[config.mk]
export PLATFORM = sky130hd
export DESIGN_NAME = chain_cmd_encoder
export DESIGN_NICKNAME = d
export VERILOG_FILES = /design/src/rtl/chain_cmd_pkg.sv /design/src/rtl/cmd_field_packer.sv /design/src/rtl/cmd_crc8_unit.sv /design/src/rtl/cmd_frame_slot.sv /design/src/rtl/chain_cmd_encoder.sv
export SDC_FILE = /design/constraint.sdc
export NUM_CORES = 1
export LEC_CHECK = 0
export ABC_AREA = 1
export BUFFER_PORTS_ARGS = -buffer_cell sky130_fd_sc_hd__buf_2
export CORE_ASPECT_RATIO = 0.8
export CORE_MARGIN = 2
export CORE_UTILIZATION = 49
export DETAILED_ROUTE_END_ITERATION = 6
export MAX_ROUTING_LAYER = met4
export PLACE_DENSITY = 0.78
export SLEW_MARGIN = 20
export SYNTH_ARGS = -nofsm -noshare
export SYNTH_HDL_FRONTEND = slang
export SYNTH_HIERARCHICAL = 1
export SYNTH_SLANG_ARGS = --single-unit
[constraint.sdc]
create_clock -name clk -period 1.7 [get_ports clk]
set_clock_uncertainty 0.1 [all_clocks]
set_input_delay 0.17 -clock clk [delete_from_list [all_inputs] [get_ports clk]]
set_output_delay 0.17 -clock clk [all_outputs]
set_load 0.005 [all_outputs]
[src/rtl/chain_cmd_pkg.sv]
package chain_cmd_pkg;

    localparam int DEV_W   = 5;
    localparam int REG_W   = 6;
    localparam int DAT_W   = 8;
    localparam int CRC_W   = 8;
    localparam int TRL_W   = 3;
    localparam int HEAD_W  = DEV_W + REG_W + DAT_W + 2;
    localparam int WORD_W  = HEAD_W + CRC_W + TRL_W;

    localparam logic [CRC_W-1:0] CRC_POLY = 8'h2F;
    localparam logic [TRL_W-1:0] TRAILER  = 3'b010;

    localparam logic [DEV_W-1:0] DEV_MASTER = '0;
    localparam logic [DEV_W-1:0] DEV_ALL    = '1;

    typedef struct packed {
        logic [DEV_W-1:0] dev;
        logic [REG_W-1:0] reg_idx;
        logic [DAT_W-1:0] data;
        logic             bcast;
    } cmd_fields_t;

    typedef struct packed {
        logic [HEAD_W-1:0] head;
        logic [CRC_W-1:0]  check;
        logic [TRL_W-1:0]  tail;
    } cmd_word_t;

    typedef enum logic {
        SLOT_EMPTY = 1'b0,
        SLOT_FULL  = 1'b1
    } slot_state_t;

    // One byte through eight shift-and-reduce steps of the generator.
    function automatic logic [CRC_W-1:0] crc_reduce(input logic [CRC_W-1:0] b);
        logic [CRC_W-1:0] r;
        r = b;
        for (int i = 0; i < CRC_W; i++) begin
            if (r[CRC_W-1]) r = {r[CRC_W-2:0], 1'b0} ^ CRC_POLY;
            else            r = {r[CRC_W-2:0], 1'b0};
        end
        return r;
    endfunction

endpackage

[src/rtl/cmd_field_packer.sv]
module cmd_field_packer
    import chain_cmd_pkg::*;
(
    input  cmd_fields_t        fields,
    output logic [HEAD_W-1:0]  head
);
    // Head layout: device, register, data, broadcast, then one zero bit.
    always_comb begin
        head = {fields.dev, fields.reg_idx, fields.data, fields.bcast, 1'b0};
    end
endmodule

[src/rtl/cmd_crc8_unit.sv]
module cmd_crc8_unit
    import chain_cmd_pkg::*;
#(
    parameter bit BYTE_STEPS = 1'b1
)(
    input  logic [HEAD_W-1:0] head,
    output logic [CRC_W-1:0]  check
);
    localparam int LOW_W = CRC_W;
    localparam int MID_W = CRC_W;
    localparam int TOP_W = HEAD_W - LOW_W - MID_W;

    logic [LOW_W-1:0] low_b;
    logic [MID_W-1:0] mid_b;
    logic [CRC_W-1:0] top_b;

    always_comb begin
        low_b = head[LOW_W-1:0];
        mid_b = head[LOW_W+MID_W-1:LOW_W];
        top_b = CRC_W'(head[HEAD_W-1:LOW_W+MID_W]);
    end

    generate
        if (BYTE_STEPS) begin : g_byte
            // Two byte reductions, low byte folded in unreduced.
            logic [CRC_W-1:0] stage1;
            always_comb begin
                stage1 = crc_reduce(top_b);
                check  = crc_reduce(stage1 ^ mid_b) ^ low_b;
            end
        end else begin : g_bit
            // Unrolled per-bit feedback over the upper bits of the head.
            logic [CRC_W-1:0] acc;
            logic             fb;
            always_comb begin
                acc = '0;
                fb  = 1'b0;
                for (int i = TOP_W + MID_W - 1; i >= 0; i--) begin
                    fb  = acc[CRC_W-1] ^ (i >= MID_W ? top_b[i-MID_W] : mid_b[i]);
                    acc = {acc[CRC_W-2:0], 1'b0};
                    if (fb) acc = acc ^ CRC_POLY;
                end
                check = acc ^ low_b;
            end
        end
    endgenerate
endmodule

[src/rtl/cmd_frame_slot.sv]
module cmd_frame_slot
    import chain_cmd_pkg::*;
(
    input  logic              clk,
    input  logic              rst,
    input  logic              in_valid,
    output logic              in_ready,
    input  cmd_word_t         in_word,
    output logic              out_valid,
    input  logic              out_ready,
    output cmd_word_t         out_word
);
    slot_state_t state_q;
    cmd_word_t   word_q;

    always_ff @(posedge clk) begin
        if (rst) begin
            state_q <= SLOT_EMPTY;
            word_q  <= '0;
        end else begin
            case (state_q)
                SLOT_EMPTY: begin
                    if (in_valid) begin
                        word_q  <= in_word;
                        state_q <= SLOT_FULL;
                    end
                end
                SLOT_FULL: begin
                    if (out_ready) state_q <= SLOT_EMPTY;
                end
                default: state_q <= SLOT_EMPTY;
            endcase
        end
    end

    always_comb begin
        in_ready  = (state_q == SLOT_EMPTY);
        out_valid = (state_q == SLOT_FULL);
        out_word  = word_q;
    end
endmodule

[src/rtl/chain_cmd_encoder.sv]
module chain_cmd_encoder
    import chain_cmd_pkg::*;
#(
    parameter bit BYTE_STEPS = 1'b1
)(
    input  logic              clk,
    input  logic              rst,
    input  logic              req_valid,
    output logic              req_ready,
    input  logic [DEV_W-1:0]  req_dev,
    input  logic [REG_W-1:0]  req_reg,
    input  logic [DAT_W-1:0]  req_data,
    input  logic              req_bcast,
    output logic              frm_valid,
    input  logic              frm_ready,
    output logic [WORD_W-1:0] frm_word
);
    cmd_fields_t       fields;
    logic [HEAD_W-1:0] head;
    logic [CRC_W-1:0]  check;
    cmd_word_t         built;
    cmd_word_t         held;

    always_comb begin
        fields.dev     = req_dev;
        fields.reg_idx = req_reg;
        fields.data    = req_data;
        fields.bcast   = req_bcast;
    end

    cmd_field_packer u_pack (
        .fields (fields),
        .head   (head)
    );

    cmd_crc8_unit #(.BYTE_STEPS(BYTE_STEPS)) u_crc (
        .head  (head),
        .check (check)
    );

    always_comb begin
        built.head  = head;
        built.check = check;
        built.tail  = TRAILER;
    end

    cmd_frame_slot u_slot (
        .clk       (clk),
        .rst       (rst),
        .in_valid  (req_valid),
        .in_ready  (req_ready),
        .in_word   (built),
        .out_valid (frm_valid),
        .out_ready (frm_ready),
        .out_word  (held)
    );

    assign frm_word = held;
endmodule

Word level (Yosys, flattened, before mapping)
Index checks and enable logic that the tools add are counted.
W data, S select, Z words.

operators by class
  bitwise gates (word level) = 16
  add/sub/neg operators = 0
  equality and inequality tests = 0
  reductions and logical operators = 1
  divide/modulo/power cells = 0
  $mul = 0
  shifts and indexed selects = 0
  magnitude comparators = 0
  multiplexer cells = 16

operator list
  kind               number
  $mux W6            13
  $not A5 Y5         13
  $xor A8 B8 Y8      2
  $mux W1            2
  $pmux W1 S2        1
  $reduce_and A2 Y1  1
  $not A1 Y1         1

word-level totals
  RAM bits = 0
  memories kept = 0
  bits in read-only memories = 0
  output and inout bits = 34
  input port bits = 24
  register bits after elaboration = 30
  latch bits = 0
  logic and storage cells = 37

Depth between registers and ports, before layout
  depth after elaboration = 28
  mapped depth = 22
  mapped depth without buffers = 20

By module
The synthesis kept the hierarchy.

by module, submodules not included
  module             area each (µm²)  sequential area each (µm²)  instances  cells each
  cmd_frame_slot     1441.4           660.6                       1          214
  cmd_crc8_unit      927.1            0.0                         1          179
  cmd_field_packer   161.4            0.0                         1          22
  chain_cmd_encoder  7.5              0.0                         1          2

Least setup slack after synthesis
OpenSTA, ideal clock, no wires.

  path type = input-to-reg
  from = input port req_dev[4]
  to = register u_slot.word_q, in the netlist u_slot/out_word[5]
  required time = 1487 ps
  setup time = 113 ps
  setup slack = -120 ps
  buffers on the path = 2
  stages = 22
  arrival time = 1607 ps
  cells stage by stage = buf_4 -> buf_6 -> inv_6 -> nand2_2 -> nand2_1 -> nand3_2 -> nand2_2 -> nand2_1 -> nand2_1 -> nand2_1 -> nand2_1 -> nand2_1 -> nand2_2 -> inv_2 -> nand2_4 -> nand2_2 -> nand2_1 -> nand2_1 -> inv_1 -> nand3_1 -> nand2_1 -> nor2_1

on the way
  word-level cells in the longest chain between the ends = 16
  elaborated cells between the ends (all ways) = 26
  classes of those cells = mux (13); bitwise (13)

RTL lines
  element                                                    RTL line                 text
  start, declared                                            chain_cmd_encoder.sv:10  input logic [DEV_W-1:0] req_dev,
  $mux W6 (*)                                                chain_cmd_pkg.sv:40      if (r[CRC_W-1]) r = {r[CRC_W-2:0], 1'b0} ^ CRC_POLY;
  $mux W6 / $not A5 Y5 (equally long branches)               n/a
  $not A5 Y5 (no line) / $mux W6 (equally long branches)     n/a
  $mux W6 / $not A5 Y5 (equally long branches)               n/a
  $xor A8 B8 Y8 (*)                                          cmd_crc8_unit.sv:29      check = crc_reduce(stage1 ^ mid_b) ^ low_b;
  $not A5 Y5 (no line) / $mux W6 (equally long branches)     n/a
  $mux W6 / $not A5 Y5 (equally long branches) (2 in a row)  n/a
  $not A5 Y5 (no line) (tied with other cells)               n/a
  $mux W6 / $not A5 Y5 (equally long branches) (2 in a row)  n/a
  $not A5 Y5 (no line) / $mux W6 (equally long branches)     n/a
  $mux W6                                                    chain_cmd_pkg.sv:40
  $not A5 Y5 (no line)                                       n/a
  $mux W6 (*)                                                chain_cmd_pkg.sv:40
  $xor A8 B8 Y8 (*)                                          cmd_crc8_unit.sv:29
  net check[2]                                               chain_cmd_encoder.sv:20  logic [CRC_W-1:0] check;
  end signal, assigned                                       cmd_frame_slot.sv:24     word_q <= in_word;
  end, declared                                              cmd_frame_slot.sv:14     cmd_word_t word_q;

Mark *: on every way through the listed nets, which the timed path passes. The rest lies on a longest branch.
A chain may end at the register's enable or synchronous reset.

Final worst setup path
  from = input port req_dev[1]
  to = register u_slot.word_q, in the netlist u_slot/out_word[5]

on the way
  word-level cells in the longest chain between the ends = 17
  elaborated cells between the ends (all ways) = 22
  classes of those cells = mux (11); bitwise (11)

RTL lines
  element                                                 RTL line
  $not A5 Y5 (no line)                                    n/a
  $mux W6 (*) (2 in a row)                                chain_cmd_pkg.sv:40
  $not A5 Y5 (no line)                                    n/a
  $mux W6                                                 chain_cmd_pkg.sv:40
  $xor A8 B8 Y8 (*)                                       cmd_crc8_unit.sv:29
  $not A5 Y5 (no line)                                    n/a
  $mux W6                                                 chain_cmd_pkg.sv:40
  $mux W6 / $not A5 Y5 (equally long branches)            n/a
  $not A5 Y5 (no line) / $mux W6 (equally long branches)  n/a
  $mux W6                                                 chain_cmd_pkg.sv:40
  $mux W6 / $not A5 Y5 (equally long branches)            n/a
  $not A5 Y5 (no line) / $mux W6 (equally long branches)  n/a
  $mux W6                                                 chain_cmd_pkg.sv:40
  $not A5 Y5 (no line)                                    n/a
  $mux W6 (*)                                             chain_cmd_pkg.sv:40
  $xor A8 B8 Y8 (*)                                       cmd_crc8_unit.sv:29
  net check[2]                                            chain_cmd_encoder.sv:20

Marked as above.

==> reports/results.ini <==
[setup_path]
rrSetupSlack_ns=0.33
cp_data_required_time_ns=1.83
timing.setup.critical_path_class=primary input to flop
arrival_ns=1.79
setup.worst_path.start_class=primary input
critical_path.max_fanout=5
critical_path.endpoint_type=flop

[sta]
fin_crit_sh_pct=97.2
timing.final.hold_violations=0
max_clock_freq_mhz=605
setup_viol_count_final=0
worst-slew-pin-transition_ns=0.743
timing.slew.headroom_pct=50.4
min_tclk_post_route_ns=1.65
final_max_slew_viol_count=0
grt_setup_unrepaired=true

[synth]
unique_masters_post_synth=23
synth.yosys.warnings=6
synth_simple_gate_area_share_pct=48.4
synth_area_per_cell_um2=6.08
synth-xor-area-share_pct=4.73
netlist_area_before_placement_um2=2540
synth_compound_gate_area_share_pct=0.197
postSynthRegisterBits=33
seq_area_frac_synth_pct=26.0
synth_top_family_by_area=simple AND/OR/NAND/NOR gates
synth_mux_area_share_pct=0
syn-instance-count=417
synthAdderAreaFrac_pct=0

[floorplan]
core_region_area_um2=5010
die_height_um=68.4
ports=58
die_width_um=84.5
die_area_um2=5770
core.rowCount=23
start_util_pct=50.7

[routing]
drt_pass1_iterations=5
remaining_drc_errors=0
wire_per_inst_um=13.4
ant_nets=0
vias=2700
routed_via_density=5.12
drt_iter0_drc=181
totalWireLength_um=7040

[clocking]
clk_latency_ns=0.29
cts.sink_count=33
cts-htree-levels=2
cts_buffers=5
cts.path.max_buffers=2
root_buffer_selected_by_cts=clkbuf_8
path_clk_slew_ns=0.08
tritoncts_clock_tree=done

[cells_and_area]
final_core_utilization_pct=68.6
area_growth_pct=35.4
layout.nets=488
drive_gt1_share_pct=39.8
antennaDiodeCount=0

[hold_path]
min-delay-path-class=primary input to flop

[placement]
detailed_place_hpwl_um=4230
gp_routability_congestion=0.871
io_buffers=57

[global_routing]
grt_remaining_overflow=0
maximum_number_of_pins_on_one_net_before_global_route_repair=34
grt_usage_pct=21.3
grt_first_pass_wirelength_um=9660
antenna_found_initial=0
first_global_vias=2298

[run_status]
status=finished clean

[power]
power.static_leakage_nw=1.93
finalPower_mw=2.98
worst_ir_drop_vdd_uv=491
power.density_cell_area_nw_per_um2=868

[flow_run]
drv_cap=0

[synth_stat cells]
cell        n  area share (%)
buf_4      22             6.5
xor2_1      7             2.4
inv_6       1            0.35
buf_2       3            0.59
nand2_1   108              16
dfxtp_1    33              26
nand2_4     3             1.3
buf_6       7             3.1
nand3_1    64              13
clkbuf_1    3            0.44
inv_2      10             1.5
inv_1      52             7.7
nand3_4     1            0.69
nand3_2     4             1.6
xnor2_1     3             1.0
xnor2_2     1            0.64
conb_1      3            0.44
a21oi_1     1            0.20
nand2_2    22             5.4
nor2_4      1            0.44
xor2_2      1            0.64
nand3b_1    3            0.89
nor2_1     64             9.5
[registers in the layout, summed over array words and instances (netlist names)]
register          cells
u_slot/out_valid      1
u_slot/out_word      32
[cells by family after synthesis]
group	count (synthesis)
AOI/OAI and AO/OA	1
xor gates and xnor gates	12
other	3
DFF	33
and+or+nand+nor	270
buffers and inverters	98
[area by class of cell]
| class | count | area [µm²] |
|---|---|---|
| sequential | 33 | 661 |
| tap | 62 | 77.6 |
| inverter | 63 | 267 |
| timing repair buffer | 74 | 484 |
| clock inverter | 3 | 46.3 |
| multi-input combinational | 287 | 1830 |
| fill | 400 | 1570 |
| clock buffer | 5 | 68.8 |
[layer usage]
layer | wire [µm] | GRT usage (%)
met5 | 0 | -
met4 | 179 | 5.36
met3 | 592 | 4.46
met1 | 2760 | 25.6
met2 | 3510 | 37.4
[critical path, stage by stage]
cell and delay (ns):
buf_4 0.14, inv_4 0.07, nand2_1 0.06, nand2_2 0.11
nand3_2 0.14, nand2_1 0.12, nand2_2 0.09, nand2_2 0.10
nand2_4 0.08, nand2_4 0.08, nand2_4 0.07, nand2_4 0.08
nand2_4 0.06, nand2_2 0.07, nand2_1 0.05, nand2_1 0.05
inv_1 0.03, nand3_1 0.05, nand2_1 0.06, nor2_1 0.09
[final timing paths]
check	from	to	cells past startpoint
max	req_dev[1]	u_slot/out_word[5]$_SDFFE_PP0P_	20
min	frm_ready	u_slot/out_valid$_SDFF_PP0_	4
max reg2reg	u_slot/out_valid$_SDFF_PP0_	u_slot/out_word[11]$_SDFFE_PP0P_	3
min reg2reg	u_slot/out_word[7]$_SDFFE_PP0P_	u_slot/out_word[7]$_SDFFE_PP0P_	2
[cells in the final DEF, fill, tap and decap left out, types with 3 or more instances in the layout]
master and n:
nand2_4 31, clkbuf_8 5, xor2_1 5, buf_6 3, nand3_2 10, buf_4 16, inv_2 7, buf_2 51
nand3b_1 3, nand2_8 4, nor2_1 64, conb_1 4, nand3_1 50, inv_1 50, nand2_1 67, nand2_2 31
nand3_4 9, dfxtp_1 33, inv_4 3
[power breakdown]
part / internal (mW) / leakage [nW] / switching, mW
sequential: 0.848 / 0.274 / 0.0363
clock: 0.439 / 0.0543 / 0.332
combinational: 0.525 / 1.60 / 0.801
total: 1.81 / 1.93 / 1.17
[through the flow]
stage	hold WS (ns)	instances	instance area, µm²	setup WS, ns	TNS (ns)
global placement	0.241	516	2800	-0.218	-1.50
floorplan	0.139	418	2590	-0.104	-0.617
detailed placement	0.247	516	2800	-0.274	-1.99
global route	0.0563	527	3430	-0.0765	-0.355
CTS	0.0166	525	2930	0.0160	0
finish	0.0184	527	3430	0.0474	0
[timing repair]
item,4_1_cts,5_1_grt
buffers inserted,0,1
endpoints found under the setup margin,0,8
resized for setup,0,117
hold buffers,1,0
hold endpoints to repair,1,0
Note: power is estimated with default switching activity, not from simulation.
